===== src/rtl/fdiv_pkg.sv =====
package fdiv_pkg;

    typedef enum logic [1:0] {
        ST_IDLE  = 2'd0,
        ST_COUNT = 2'd1,
        ST_TERM  = 2'd2
    } div_state_t;

    localparam int MIN_RATIO = 2;

endpackage


===== src/rtl/fd_ratio_shadow.sv =====
module fd_ratio_shadow #(
    parameter int INT_W  = 8,
    parameter int FRAC_W = 3
) (
    input  logic              clk,
    input  logic              rst_n,
    input  logic              load_i,
    input  logic [INT_W-1:0]  int_i,
    input  logic [FRAC_W-1:0] frac_i,
    output logic [INT_W-1:0]  int_live_o,
    output logic [INT_W-1:0]  int_q_o,
    output logic [FRAC_W-1:0] frac_q_o
);
    import fdiv_pkg::*;

    localparam logic [INT_W-1:0] FLOOR = INT_W'(MIN_RATIO);

    logic [INT_W-1:0] int_clamped;

    // ratios below the floor are raised to it before use
    always_comb begin
        int_clamped = (int_i < FLOOR) ? FLOOR : int_i;
    end

    assign int_live_o = int_clamped;

    always_ff @(posedge clk or negedge rst_n) begin
        if (!rst_n) begin
            int_q_o  <= FLOOR;
            frac_q_o <= '0;
        end else if (load_i) begin
            int_q_o  <= int_clamped;
            frac_q_o <= frac_i;
        end
    end

    assert_floor_kept_R10: assert property (@(posedge clk) disable iff (!rst_n)
        int_q_o >= FLOOR);

    assert_hold_without_load_R8: assert property (@(posedge clk) disable iff (!rst_n)
        !load_i |=> $stable(int_q_o) && $stable(frac_q_o));

endmodule


===== src/rtl/fd_phase_accum.sv =====
module fd_phase_accum #(
    parameter int FRAC_W = 3
) (
    input  logic              clk,
    input  logic              rst_n,
    input  logic              clear_i,
    input  logic              step_i,
    input  logic [FRAC_W-1:0] frac_i,
    output logic [FRAC_W-1:0] acc_o,
    output logic              carry_o,
    output logic              carry_nxt_o
);
    logic [FRAC_W:0] sum;

    always_comb begin
        sum = {1'b0, acc_o} + {1'b0, frac_i};
    end

    assign carry_nxt_o = sum[FRAC_W];

    always_ff @(posedge clk or negedge rst_n) begin
        if (!rst_n) begin
            acc_o   <= '0;
            carry_o <= 1'b0;
        end else if (clear_i) begin
            acc_o   <= '0;
            carry_o <= 1'b0;
        end else if (step_i) begin
            acc_o   <= sum[FRAC_W-1:0];
            carry_o <= sum[FRAC_W];
        end
    end

    // an overflowing step wraps the contents below their prior value
    assert_wrap_drops_R3: assert property (@(posedge clk) disable iff (!rst_n)
        step_i && !clear_i && carry_nxt_o |=> acc_o < $past(acc_o));

    // a step without overflow never moves the contents down
    assert_no_wrap_rises_R3: assert property (@(posedge clk) disable iff (!rst_n)
        step_i && !clear_i && !carry_nxt_o |=> acc_o >= $past(acc_o));

    // between boundaries the carry and phase stay put
    assert_still_between_steps_R4: assert property (@(posedge clk) disable iff (!rst_n)
        !step_i && !clear_i |=> $stable(acc_o) && $stable(carry_o));

endmodule


===== src/rtl/fd_cycle_fsm.sv =====
module fd_cycle_fsm #(
    parameter int INT_W = 8
) (
    input  logic             clk,
    input  logic             rst_n,
    input  logic             load_i,
    input  logic [INT_W-1:0] start_int_i,
    input  logic [INT_W-1:0] shadow_int_i,
    input  logic             carry_nxt_i,
    output logic             pulse_o,
    output logic             start_o,
    output logic             step_o
);
    import fdiv_pkg::*;

    localparam int CNT_W = INT_W + 1;
    localparam logic [CNT_W-1:0] ONE = CNT_W'(1);

    div_state_t       state_q, state_d;
    logic [CNT_W-1:0] cnt_q;
    logic [CNT_W-1:0] ratio_next;

    always_comb begin
        ratio_next = {1'b0, shadow_int_i} + CNT_W'(carry_nxt_i);
    end

    // state register
    always_ff @(posedge clk or negedge rst_n) begin
        if (!rst_n) state_q <= ST_IDLE;
        else        state_q <= state_d;
    end

    // next state
    always_comb begin
        state_d = state_q;
        unique case (state_q)
            ST_IDLE:  if (load_i) state_d = ST_COUNT;
            ST_COUNT: if (cnt_q == ONE) state_d = ST_TERM;
            ST_TERM:  state_d = ST_COUNT;
            default:  state_d = ST_IDLE;
        endcase
    end

    // down-counter of remaining oscillator cycles
    always_ff @(posedge clk or negedge rst_n) begin
        if (!rst_n) begin
            cnt_q <= '0;
        end else begin
            unique case (state_q)
                ST_IDLE:  if (load_i) cnt_q <= {1'b0, start_int_i} - ONE;
                ST_COUNT: cnt_q <= cnt_q - ONE;
                ST_TERM:  cnt_q <= ratio_next - ONE;
                default:  cnt_q <= '0;
            endcase
        end
    end

    // outputs
    always_comb begin
        pulse_o = 1'b0;
        start_o = 1'b0;
        step_o  = 1'b0;
        unique case (state_q)
            ST_IDLE:  start_o = load_i;
            ST_COUNT: ;
            ST_TERM:  begin pulse_o = 1'b1; step_o = 1'b1; end
            default:  ;
        endcase
    end

    // a reload never leaves a zero count behind
    assert_reload_nonzero_R10: assert property (@(posedge clk) disable iff (!rst_n)
        (step_o || start_o) |=> cnt_q >= ONE);

    // a terminal cycle is always followed by counting
    assert_term_then_count_R9: assert property (@(posedge clk) disable iff (!rst_n)
        state_q == ST_TERM |=> state_q == ST_COUNT);

    // no pulse while waiting for the first load
    assert_idle_quiet_R1: assert property (@(posedge clk) disable iff (!rst_n)
        state_q == ST_IDLE && !load_i |=> state_q == ST_IDLE && !pulse_o);

endmodule


===== src/rtl/frac_div_top.sv =====
module frac_div_top #(
    parameter int INT_W  = 8,
    parameter int FRAC_W = 3
) (
    input  logic              clk,
    input  logic              rst_n,
    input  logic [INT_W-1:0]  ratio_int,
    input  logic [FRAC_W-1:0] ratio_frac,
    input  logic              load,
    output logic              div_pulse,
    output logic              carry,
    output logic [FRAC_W-1:0] phase_code
);
    logic [INT_W-1:0]  int_live;
    logic [INT_W-1:0]  int_q;
    logic [FRAC_W-1:0] frac_q;
    logic              carry_nxt;
    logic              start;
    logic              step;

    fd_ratio_shadow #(.INT_W(INT_W), .FRAC_W(FRAC_W)) u_shadow (
        .clk        (clk),
        .rst_n      (rst_n),
        .load_i     (load),
        .int_i      (ratio_int),
        .frac_i     (ratio_frac),
        .int_live_o (int_live),
        .int_q_o    (int_q),
        .frac_q_o   (frac_q)
    );

    fd_phase_accum #(.FRAC_W(FRAC_W)) u_accum (
        .clk         (clk),
        .rst_n       (rst_n),
        .clear_i     (start),
        .step_i      (step),
        .frac_i      (frac_q),
        .acc_o       (phase_code),
        .carry_o     (carry),
        .carry_nxt_o (carry_nxt)
    );

    fd_cycle_fsm #(.INT_W(INT_W)) u_fsm (
        .clk          (clk),
        .rst_n        (rst_n),
        .load_i       (load),
        .start_int_i  (int_live),
        .shadow_int_i (int_q),
        .carry_nxt_i  (carry_nxt),
        .pulse_o      (div_pulse),
        .start_o      (start),
        .step_o       (step)
    );

    assert_single_pulse_R9: assert property (@(posedge clk) disable iff (!rst_n)
        div_pulse |=> !div_pulse);

    assert_zero_frac_no_carry_R7: assert property (@(posedge clk) disable iff (!rst_n)
        div_pulse && frac_q == '0 |=> !carry);

    assert_first_cycle_clean_R2: assert property (@(posedge clk) disable iff (!rst_n)
        start |=> phase_code == '0 && !carry);

endmodule


===== config.mk =====
export PLATFORM = sky130hd
export DESIGN_NAME = frac_div_top
export DESIGN_NICKNAME = d
export VERILOG_FILES = /design/src/rtl/fdiv_pkg.sv /design/src/rtl/fd_ratio_shadow.sv /design/src/rtl/fd_phase_accum.sv /design/src/rtl/fd_cycle_fsm.sv /design/src/rtl/frac_div_top.sv
export SDC_FILE = /design/constraint.sdc
export NUM_CORES = 1
export LEC_CHECK = 0
export ABC_AREA = 0
export BUFFER_PORTS_ARGS = -buffer_cell sky130_fd_sc_hd__buf_4
export CAP_MARGIN = 25
export CORE_MARGIN = 2
export CORE_UTILIZATION = 52
export DETAILED_ROUTE_END_ITERATION = 16
export PLACE_DENSITY = 0.86
export SLEW_MARGIN = 0
export SYNTH_ARGS = -nofsm -noshare
export SYNTH_HDL_FRONTEND = slang
export SYNTH_SLANG_ARGS = --single-unit
export TNS_END_PERCENT = 1

===== constraint.sdc =====
create_clock -name clk -period 2.35 [get_ports clk]
set_clock_uncertainty 0.1 [all_clocks]
set_input_delay 0.3525 -clock clk [delete_from_list [all_inputs] [get_ports clk]]
set_output_delay 0.3525 -clock clk [all_outputs]
set_load 0.05 [all_outputs]

# == Yosys cells after proc, flatten, opt, wreduce, memory -nomap -nowiden ==
# Cells that the tools add are included.
# W data, S select, Z words.
# totals
elab_cells,32
output_inout_bits,5
register_bits,26
# op_classes
n_eq_ne,5
add_sub_neg,5
order_cmp,1
n_mux,12
reduce_logical,3
# ops
cell,count
$pmux W9 S3,1
$sub A9 B1 Y9 const B,2
$add A8 B1 Y9,1
$eq A9 B1 Y1 const B,1
$mux W9,1
$sub A8 B1 Y9 const B,1
$lt A8 B2 Y1 const B,1
$mux W8,1
$mux W3,2
$pmux W2 S3,1
$add A3 B3 Y4,1
$mux W1,4
$mux W2,2
$eq A2 B1 Y1 const B,1
$eq A2 B2 Y1 const B,1
$logic_not A2 Y1,1
$ne A2 B1 Y1 const B,1
$ne A2 B2 Y1 const B,1
$reduce_and A2 Y1,1
$reduce_bool A2 Y1,1

# == Longest topological paths before layout ==
# Gate-level depths: netlist of run 1.
# depth
word_depth,5
ltp_mapped,9
depth_no_buf,9

# == Hierarchy ==
# Synthesis of run 1 repeated with hierarchy kept, for this count alone.
# unflattened
cells_unflattened,188
area_unflattened_um2,1831.8
# by_module_without_submodules
mod,cells_per_inst,n_inst,area_per_inst_um2
fd_cycle_fsm,130,1,1089.8
fd_ratio_shadow,37,1,496.7
fd_phase_accum,21,1,245.2

# == Worst setup path after synthesis of run 1 ==
# No wires, ideal clock.
# synth_timing
path_kind,register to register
from,reg u_accum.acc_o[1]
to,reg u_fsm.cnt_q[3]
n_path_buf,1
period_less_slack_ns,2.712
setup_ns,0.129
path_stages_with_launch,10
t_arrival_ns,2.483
slack_ns,-0.362
cell_sequence,dfrtp_1 ha_1 a21o_1 a21oi_1 ha_1 or3b_2 clkbuf_1 xnor2_1 a221oi_1 nor2_1
# synth_via
elab_chain_cells,4
# synth_lines
item,line,source
start: declaration,fd_phase_accum.sv:9,"output logic [FRAC_W-1:0] acc_o,"
start signal: assignment,fd_phase_accum.sv:29,acc_o <= sum[FRAC_W-1:0];
$add A3 B3 Y4,fd_phase_accum.sv:16,"sum = {1'b0, acc_o} + {1'b0, frac_i};"
$add A8 B1 Y9,fd_cycle_fsm.sv:24,"ratio_next = {1'b0, shadow_int_i} + CNT_W'(carry_nxt_i);"
$sub A9 B1 Y9,fd_cycle_fsm.sv:52,ST_TERM: cnt_q <= ratio_next - ONE;
$pmux W9 S3,fd_cycle_fsm.sv:49,unique case (state_q)
end signal: assignment,fd_cycle_fsm.sv:50,"ST_IDLE: if (load_i) cnt_q <= {1'b0, start_int_i} - ONE;"
end signal: assignment,fd_cycle_fsm.sv:51,ST_COUNT: cnt_q <= cnt_q - ONE;
end signal: assignment,fd_cycle_fsm.sv:52,
end: declaration,fd_cycle_fsm.sv:20,logic [CNT_W-1:0] cnt_q;
# Every way passes these cells.
# A chain may end at the register's enable or synchronous reset.

# == Worst setup path after layout of run 1 ==
# layout_timing
from,reg u_shadow.frac_q_o[1]
to,reg u_fsm.cnt_q[5]
# layout_via
elab_chain_cells,4
# layout_lines
item,line,source
start: declaration,fd_ratio_shadow.sv:12,output logic [FRAC_W-1:0] frac_q_o
start signal: assignment,fd_ratio_shadow.sv:33,frac_q_o <= frac_i;
$add A3 B3 Y4,fd_phase_accum.sv:16,
$add A8 B1 Y9,fd_cycle_fsm.sv:24,
$sub A9 B1 Y9,fd_cycle_fsm.sv:52,
$pmux W9 S3,fd_cycle_fsm.sv:49,
# Every way passes these cells.

==> results.md, run 1 <==
* Placed cell areas at 1842 sq um
* Fin crit period at 2.316 ns
* Hold Violations, Final at 0
* Combinational share of power at 41.1%
* Worst flop-to-flop path endpoint: u_fsm.cnt_q[5]
* Cell Pwr Density at 901.6 nW/um^2
* Hold Crit Class: input pin to register
* Area Growth Syn to Fin at 17.51%
* Most frequent cells in the layout: buf_4 (22), dfrtp_1 (22), nor2_1 (13)
* Flop pwr share at 40.8%
* CTS H-tree lvls at 1
* Die span in x at 60.47 um
* Launch point of the worst reg-to-reg path: u_shadow.frac_q_o[1]
* Final period utilization at 98.54%
* Via count at 1,478
* Vias in the first global route at 1,360
* CTS tree: done
* Starting Density at 54.30%
* Hpwl dp at 2.841 mm
* Sequential area share after synthesis at 39.32%
* Internal reg-to-reg setup slack at 0.03 ns
* Vias per cell at 6.316
* Core footprint at 3053 sq um
* Sw Ratio at 38.84%
* RSZ-0062 raised after global routing: yes
* Total global routing overflow at 0
* Synthesis Warnings at 0
* Synthesized instance count at 171
* Initial antenna violation count at 0
* Utilization after layout at 63.81%
* Ys async rst share at 100.0%
* Synth top area share at 37.74%
* #FFs+latches synth at 26
* Buffers on Ports at 18
* Maxcap violations at 0
* Pwr Total at 1.756 mW
* Worst Setup SP: u_shadow.frac_q_o[1]
* Worst-path clk slew at 0.15 ns
* Main synth FF type: dfrtp_1
* CTS Buffer Depth at 2
* Antenna cells at 0
* Mapped Area at 1658 sq um
* Dominant cell type by area after synthesis: dfrtp_1
* WP data required at 2.48 ns
* Avg Cell Area, Syn at 9.695 sq um
* Final-report setup violation count at 0
* F_max at 431.8 MHz
* Slew @ Worst Pin at 0.5179 ns
* DRC viols at 0
* Total placed cells including tap cells at 227
* Fin nets at 213
* Placer Congestion at 0.8854
* Area of the multi-input gates at 983.4 sq um
* Total detailed-routing wirelength at 4.070 mm
* Layout cells sized above 1 at 28.95%
* Max-slew violations at 0
* Int Pwr at 1.074 mW
* Psw at 682.1 uW
* Post-route ant nets at 0
* P_leak at 0.8099 nW
* Reg2Reg Depth at 8
* CP endpoint: u_fsm.cnt_q[5]
* First-pass GRT wire length at 6.368 mm
* CP Class: register to register
* Non-filler cells, final at 234
* Die Height at 60.47 um
* Rows at 20
* Fin Setup TNS at 0 ns
* Synth top area cells: dfrtp_1 (38%), mux2_2 (6.1%), ha_1 (5.3%), nor2_1 (2.9%), xor2_1 (2.6%)
* Max Fanout on Critical Path at 5
* 1st-iter DRT viols at 86
* Peak supply drop at 0.4159 mV
* Fin area at 1948 sq um
* Synth Net Count at 193
* Initial DRT Pass Iterations at 5
* Register area at 655.6 sq um
* Critical Path Sink Type: register
* Clock power frac at 18.0%
* Fillers at 244
* Crit start category: register
* I/O pins at 19
* Clock sink total at 26
* Worst-Skew Late Latency at 0.33 ns
* Synth cell types at 50
* Die area at 3656 sq um
* CTS root buf: clkbuf_4
* Routed length per instance at 17.39 um
* Num CTS Buffers at 3
* Max-slew headroom at 65.15%
* Pin count of the biggest net entering global routing at 29
* GRT Overall Usage at 23.65%
* Critical path arrival at 2.44 ns
* EDFF count, synth at 0
* Outcome: complete, no violations
==> critical path, stage by stage, from the launching register on <==
cell and delay, ns:
dfrtp_1 0.46, ha_4 0.25, a21o_1 0.16, a21oi_2 0.16, ha_2 0.20, or3b_4 0.41, o211a_1 0.22, nor2_1 0.14
a31oi_1 0.11
==> Yosys cell counts, types with 2 or more instances <==
cell      instances
nand4b_1          2
or4_1             2
a221oi_1          2
nand2_1          11
a21oi_1           8
nor4_2            2
o21ai_1           3
or2_2             2
o21ai_0           7
mux2_2            9
nor3b_1           4
o31ai_1           2
nor2_1           13
xor2_1            5
a31oi_1           4
a22o_1            2
inv_1             5
o21a_1            2
o211ai_1          3
nor3_1            5
ha_1              7
a21o_1            2
clkbuf_1          5
a211o_1           2
xnor2_1           3
nor4_1            6
dfrtp_1          25
buf_6             2
nand2b_1          4
nor2b_1           2
==> timing repair <==
item | CTS | global route
endpoints found under the setup margin | 1 | 6
gates resized for setup | 2 | 4
hold buffers | 1 | 0
hold endpoints to repair | 25 | 0
setup buffers | 0 | 2
pin swaps | 0 | 3
cloned | 0 | 0
==> kinds of logic after synthesis <==
kind of cell	share of synthesized area (%)
AND/OR/NAND/NOR	20.75
AO/OA/AOI/OAI	18.94
flip-flops	39.32
buffers and inverters	4.151
multiplexers	6.113
XOR/XNOR	4.227
adder cells (fa/ha/maj)	6.490
==> metal layers <==
layer | GRT usage, % | part of all wire (%) | vias up
met3 | 3.625 | 7.3 | 14
met1 | 30.41 | 41 | 704
met5 | 0 | 0 | -
met4 | 9.627 | 2.5 | 0
met2 | 40.06 | 49 | 83
li1 | - | - | 677
==> stage by stage <==
stage               setup WS, ns  hold WS, ns
finish                   0.03432       0.1473
floorplan               -0.04539     -0.04309
detailed placement       0.01460       0.1809
global route            -0.04309       0.1302
CTS                      0.02376       0.1367
global placement          0.1254       0.1714
==> worst min path at each step <==
stage | end | slack (ns) | cells after the start | start
2_1_floorplan | u_accum.acc_o[0] | -0.04 | 0 | rst_n
3_3_place_gp | u_fsm.cnt_q[8] | 0.17 | 1 | rst_n
3_5_place_dp | u_fsm.state_q[1] | 0.18 | 1 | rst_n
4_1_cts | u_shadow.frac_q_o[1] | 0.14 | 2 | ratio_frac[1]
5_1_grt | u_shadow.frac_q_o[2] | 0.13 | 2 | ratio_frac[2]
6_report | u_shadow.frac_q_o[1] | 0.15 | 2 | ratio_frac[1]
==> layout make-up <==
cell class                      instances  share of cell area, %
Tap cell                               44                  2.826
Clock buffer                            3                  1.156
Inverter                                6                  1.349
Timing Repair Buffer                   23                  8.992
Multi-Input combinational cell        131                  50.48
Sequential cell                        26                  33.65
Clock inverter                          1                  1.541
==> state kept, by name (all words and copies together), names as in the netlist <==
register and cells:
u_fsm.cnt_q 9, u_shadow.int_q_o 8, u_accum.acc_o 3, u_shadow.frac_q_o 3, u_fsm.state_q 2, u_accum.carry_o 1
==> power groups by stage <==
stage,clock (mW),combinational (mW),sequential (mW)
detailed placement,0,0.669,0.715
CTS,0.320,0.695,0.707
floorplan,0,0.479,0.701
global placement,0,0.652,0.699
global route,0.336,0.791,0.734
finish,0.317,0.722,0.717
Note: power is estimated with default switching activity, not from simulation.
==> inputs of run 2 (changes only) <==
==> constraint.sdc (replaced) <==
create_clock -name clk -period 2.35 [get_ports clk]
set_clock_uncertainty 0.1 [all_clocks]
set_input_delay 0.235 -clock clk [delete_from_list [all_inputs] [get_ports clk]]
set_output_delay 0.235 -clock clk [all_outputs]
set_load 0.05 [all_outputs]
==> run 2 against run 1 <==
Against the previous run:
- clock power about the same
- worst setup slack about the same
- non-clock buffer count unchanged
==> results.md, run 2 (same netlist as run 1, synthesis figures left out) <==
* Initial DRT Pass Iterations at 5 (unchanged)
* CTS Buffer Depth at 2 (unchanged)
* Hpwl dp at 2.841 mm (unchanged)
* Routed length per instance at 17.39 um (about the same)
* CTS tree: done
* Worst-path clk slew at 0.15 ns (about the same)
* Max-slew violations at 0 (unchanged)
* Most frequent cells in the layout: buf_4 (22), dfrtp_1 (22), nor2_1 (13)
* Placed cell areas at 1842 sq um (unchanged)
* Die Height at 60.47 um (unchanged)
* Final period utilization at 98.55% (about the same)
* Starting Density at 54.30% (unchanged)
* P_leak at 0.8126 nW (+0.33%)
* Crit start category: register
* CTS root buf: clkbuf_4
* Final WS setup at 0.03415 ns (-0.0001739 ns)
* Outcome: complete, no violations
* Layout cells sized above 1 at 28.42% (-0.53 points)
* Vias per cell at 6.363 (+0.74%)
* RSZ-0062 raised after global routing: yes
* CP peak stage delay at 0.46 ns (about the same)
* Core footprint at 3053 sq um (unchanged)
* I/O pins at 19 (unchanged)
* Total detailed-routing wirelength at 4.069 mm (about the same)
* Final-report setup violation count at 0 (unchanged)
* Cell Pwr Density at 903.5 nW/um^2 (+0.21%)
* Placer Congestion at 0.8854 (unchanged)
* Maxcap violations at 0 (unchanged)
* First-pass GRT wire length at 6.368 mm (unchanged)
* Die span in x at 60.47 um (unchanged)
* M1 GR Usage at 30.41% (unchanged)
* Vias in the first global route at 1,360 (unchanged)
* CP Class: register to register
* Most flops, register: u_fsm.cnt_q
* Pwr Total at 1.757 mW (about the same)
* Max Fanout on Critical Path at 3 (-2)
* Fin crit period at 2.316 ns (+0.0001739 ns)
* Utilization after layout at 63.69% (-0.12 points)
* Total global routing overflow at 0 (unchanged)
* Met3 usage at 3.625% (unchanged)
* Hold WS at 0.02946 ns (-0.1178 ns)
* Post-route ant nets at 0 (unchanged)
* Place WS at 0.01460 ns (unchanged)
* Hold Crit Class: input pin to register
* Top Registers: u_fsm.cnt_q: 9 flops, u_shadow.int_q_o: 8 flops
* Num CTS Buffers at 3 (unchanged)
* Via count at 1,489 (+0.74%)
* Total placed cells including tap cells at 227 (unchanged)
* Max FFs per register at 9 (unchanged)
* Non-filler cells, final at 234 (unchanged)
* Met2 global-route usage at 40.06% (unchanged)
* Hold Violations, Final at 0 (unchanged)
* Gr busiest metal: met2
* CP max-delay cell: dfrtp_1
* Worst path cell trace: ha_4, a21o_1, a21oi_2, ha_2, ha_2, nor3b_2, xor2_1, a221oi_2, o21ai_1
* Worst-Skew Late Latency at 0.33 ns (about the same)
* Most used cell, CP: ha_2
* Area Growth Syn to Fin at 17.28%
* CP top delay family: compound AO/OA/AOI/OAI gates
* Pin count of the biggest net entering global routing at 29 (unchanged)
* Max-slew headroom at 65.13% (about the same)
* Internal reg-to-reg setup slack at 0.03 ns (about the same)
* F_max at 431.8 MHz (about the same)
* Slew @ Worst Pin at 0.5183 ns (+0.0003912 ns)
* Fin nets at 213 (unchanged)
* WP data required at 2.48 ns (about the same)
* Antenna cells at 0 (unchanged)
* Die area at 3656 sq um (unchanged)
* Peak supply drop at 0.4173 mV (+0.34%)
* Rows at 20 (unchanged)
* Clock sink total at 26 (unchanged)
* Fin area at 1944 sq um (-0.19%)
* Critical Path Sink Type: register
* Buffers on Ports at 18 (unchanged)
* Fin Setup TNS at 0 ns (unchanged)
* Initial antenna violation count at 0 (unchanged)
* Critical path arrival at 2.44 ns (about the same)
* Worst Path Buf+Inv at 0 (unchanged)
* 1st-iter DRT viols at 86 (unchanged)
* CTS H-tree lvls at 1 (unchanged)
* GRT Overall Usage at 23.65% (unchanged)
* DRC viols at 0 (unchanged)
==> run 2: cell count changes in the layout (fill, tap and decap cells not counted) <==
cell / before / now
clkinv_1: 0 / 1
clkinvlp_4: 1 / 0
==> run 2: timing repair <==
action,CTS,global route
resized for setup,2,3
endpoints found under the setup margin,1,5
setup buffers,0,2
pin swaps,0,3
hold buffers,1,0
hold endpoints to repair,26,0
==> run 2: metal layers <==
layer	routed length (um)	part of all wire (%)
met1	1694	42
met2	2040	50
met3	256	6.3
met4	78	1.9
met5	0	0
==> run 2: final cells by class <==
class / instances / area (sq um)
Multi-Input combinational cell: 131 / 983.4
Fill cell: 246 / 1109
Clock buffer: 3 / 22.52
Timing Repair Buffer: 23 / 175.2
Tap cell: 44 / 55.05
Sequential cell: 26 / 655.6
Clock inverter: 1 / 30.03
Inverter: 6 / 22.52
==> run 2: path summary, 6_finish.rpt <==
| kind | cells past startpoint | start | endpoint |
|---|---|---|---|
| hold / removal | 2 | ratio_frac[1] | u_shadow.frac_q_o[1] |
| setup / recovery | 9 | u_shadow.frac_q_o[1] | u_fsm.cnt_q[4] |
| max in group asynchronous | 2 | rst_n | u_shadow.int_q_o[1] |
| setup reg to reg | 9 | u_shadow.frac_q_o[1] | u_fsm.cnt_q[4] |
| hold reg to reg | 2 | u_accum.acc_o[2] | u_accum.acc_o[2] |
| min in group asynchronous | 2 | rst_n | u_fsm.cnt_q[8] |
==> run 2: power breakdown <==
group          leakage [nW]  switching (mW)  internal, mW
Clock                0.0279           0.145         0.173
Combinational         0.471           0.385         0.339
Sequential            0.313           0.153         0.563
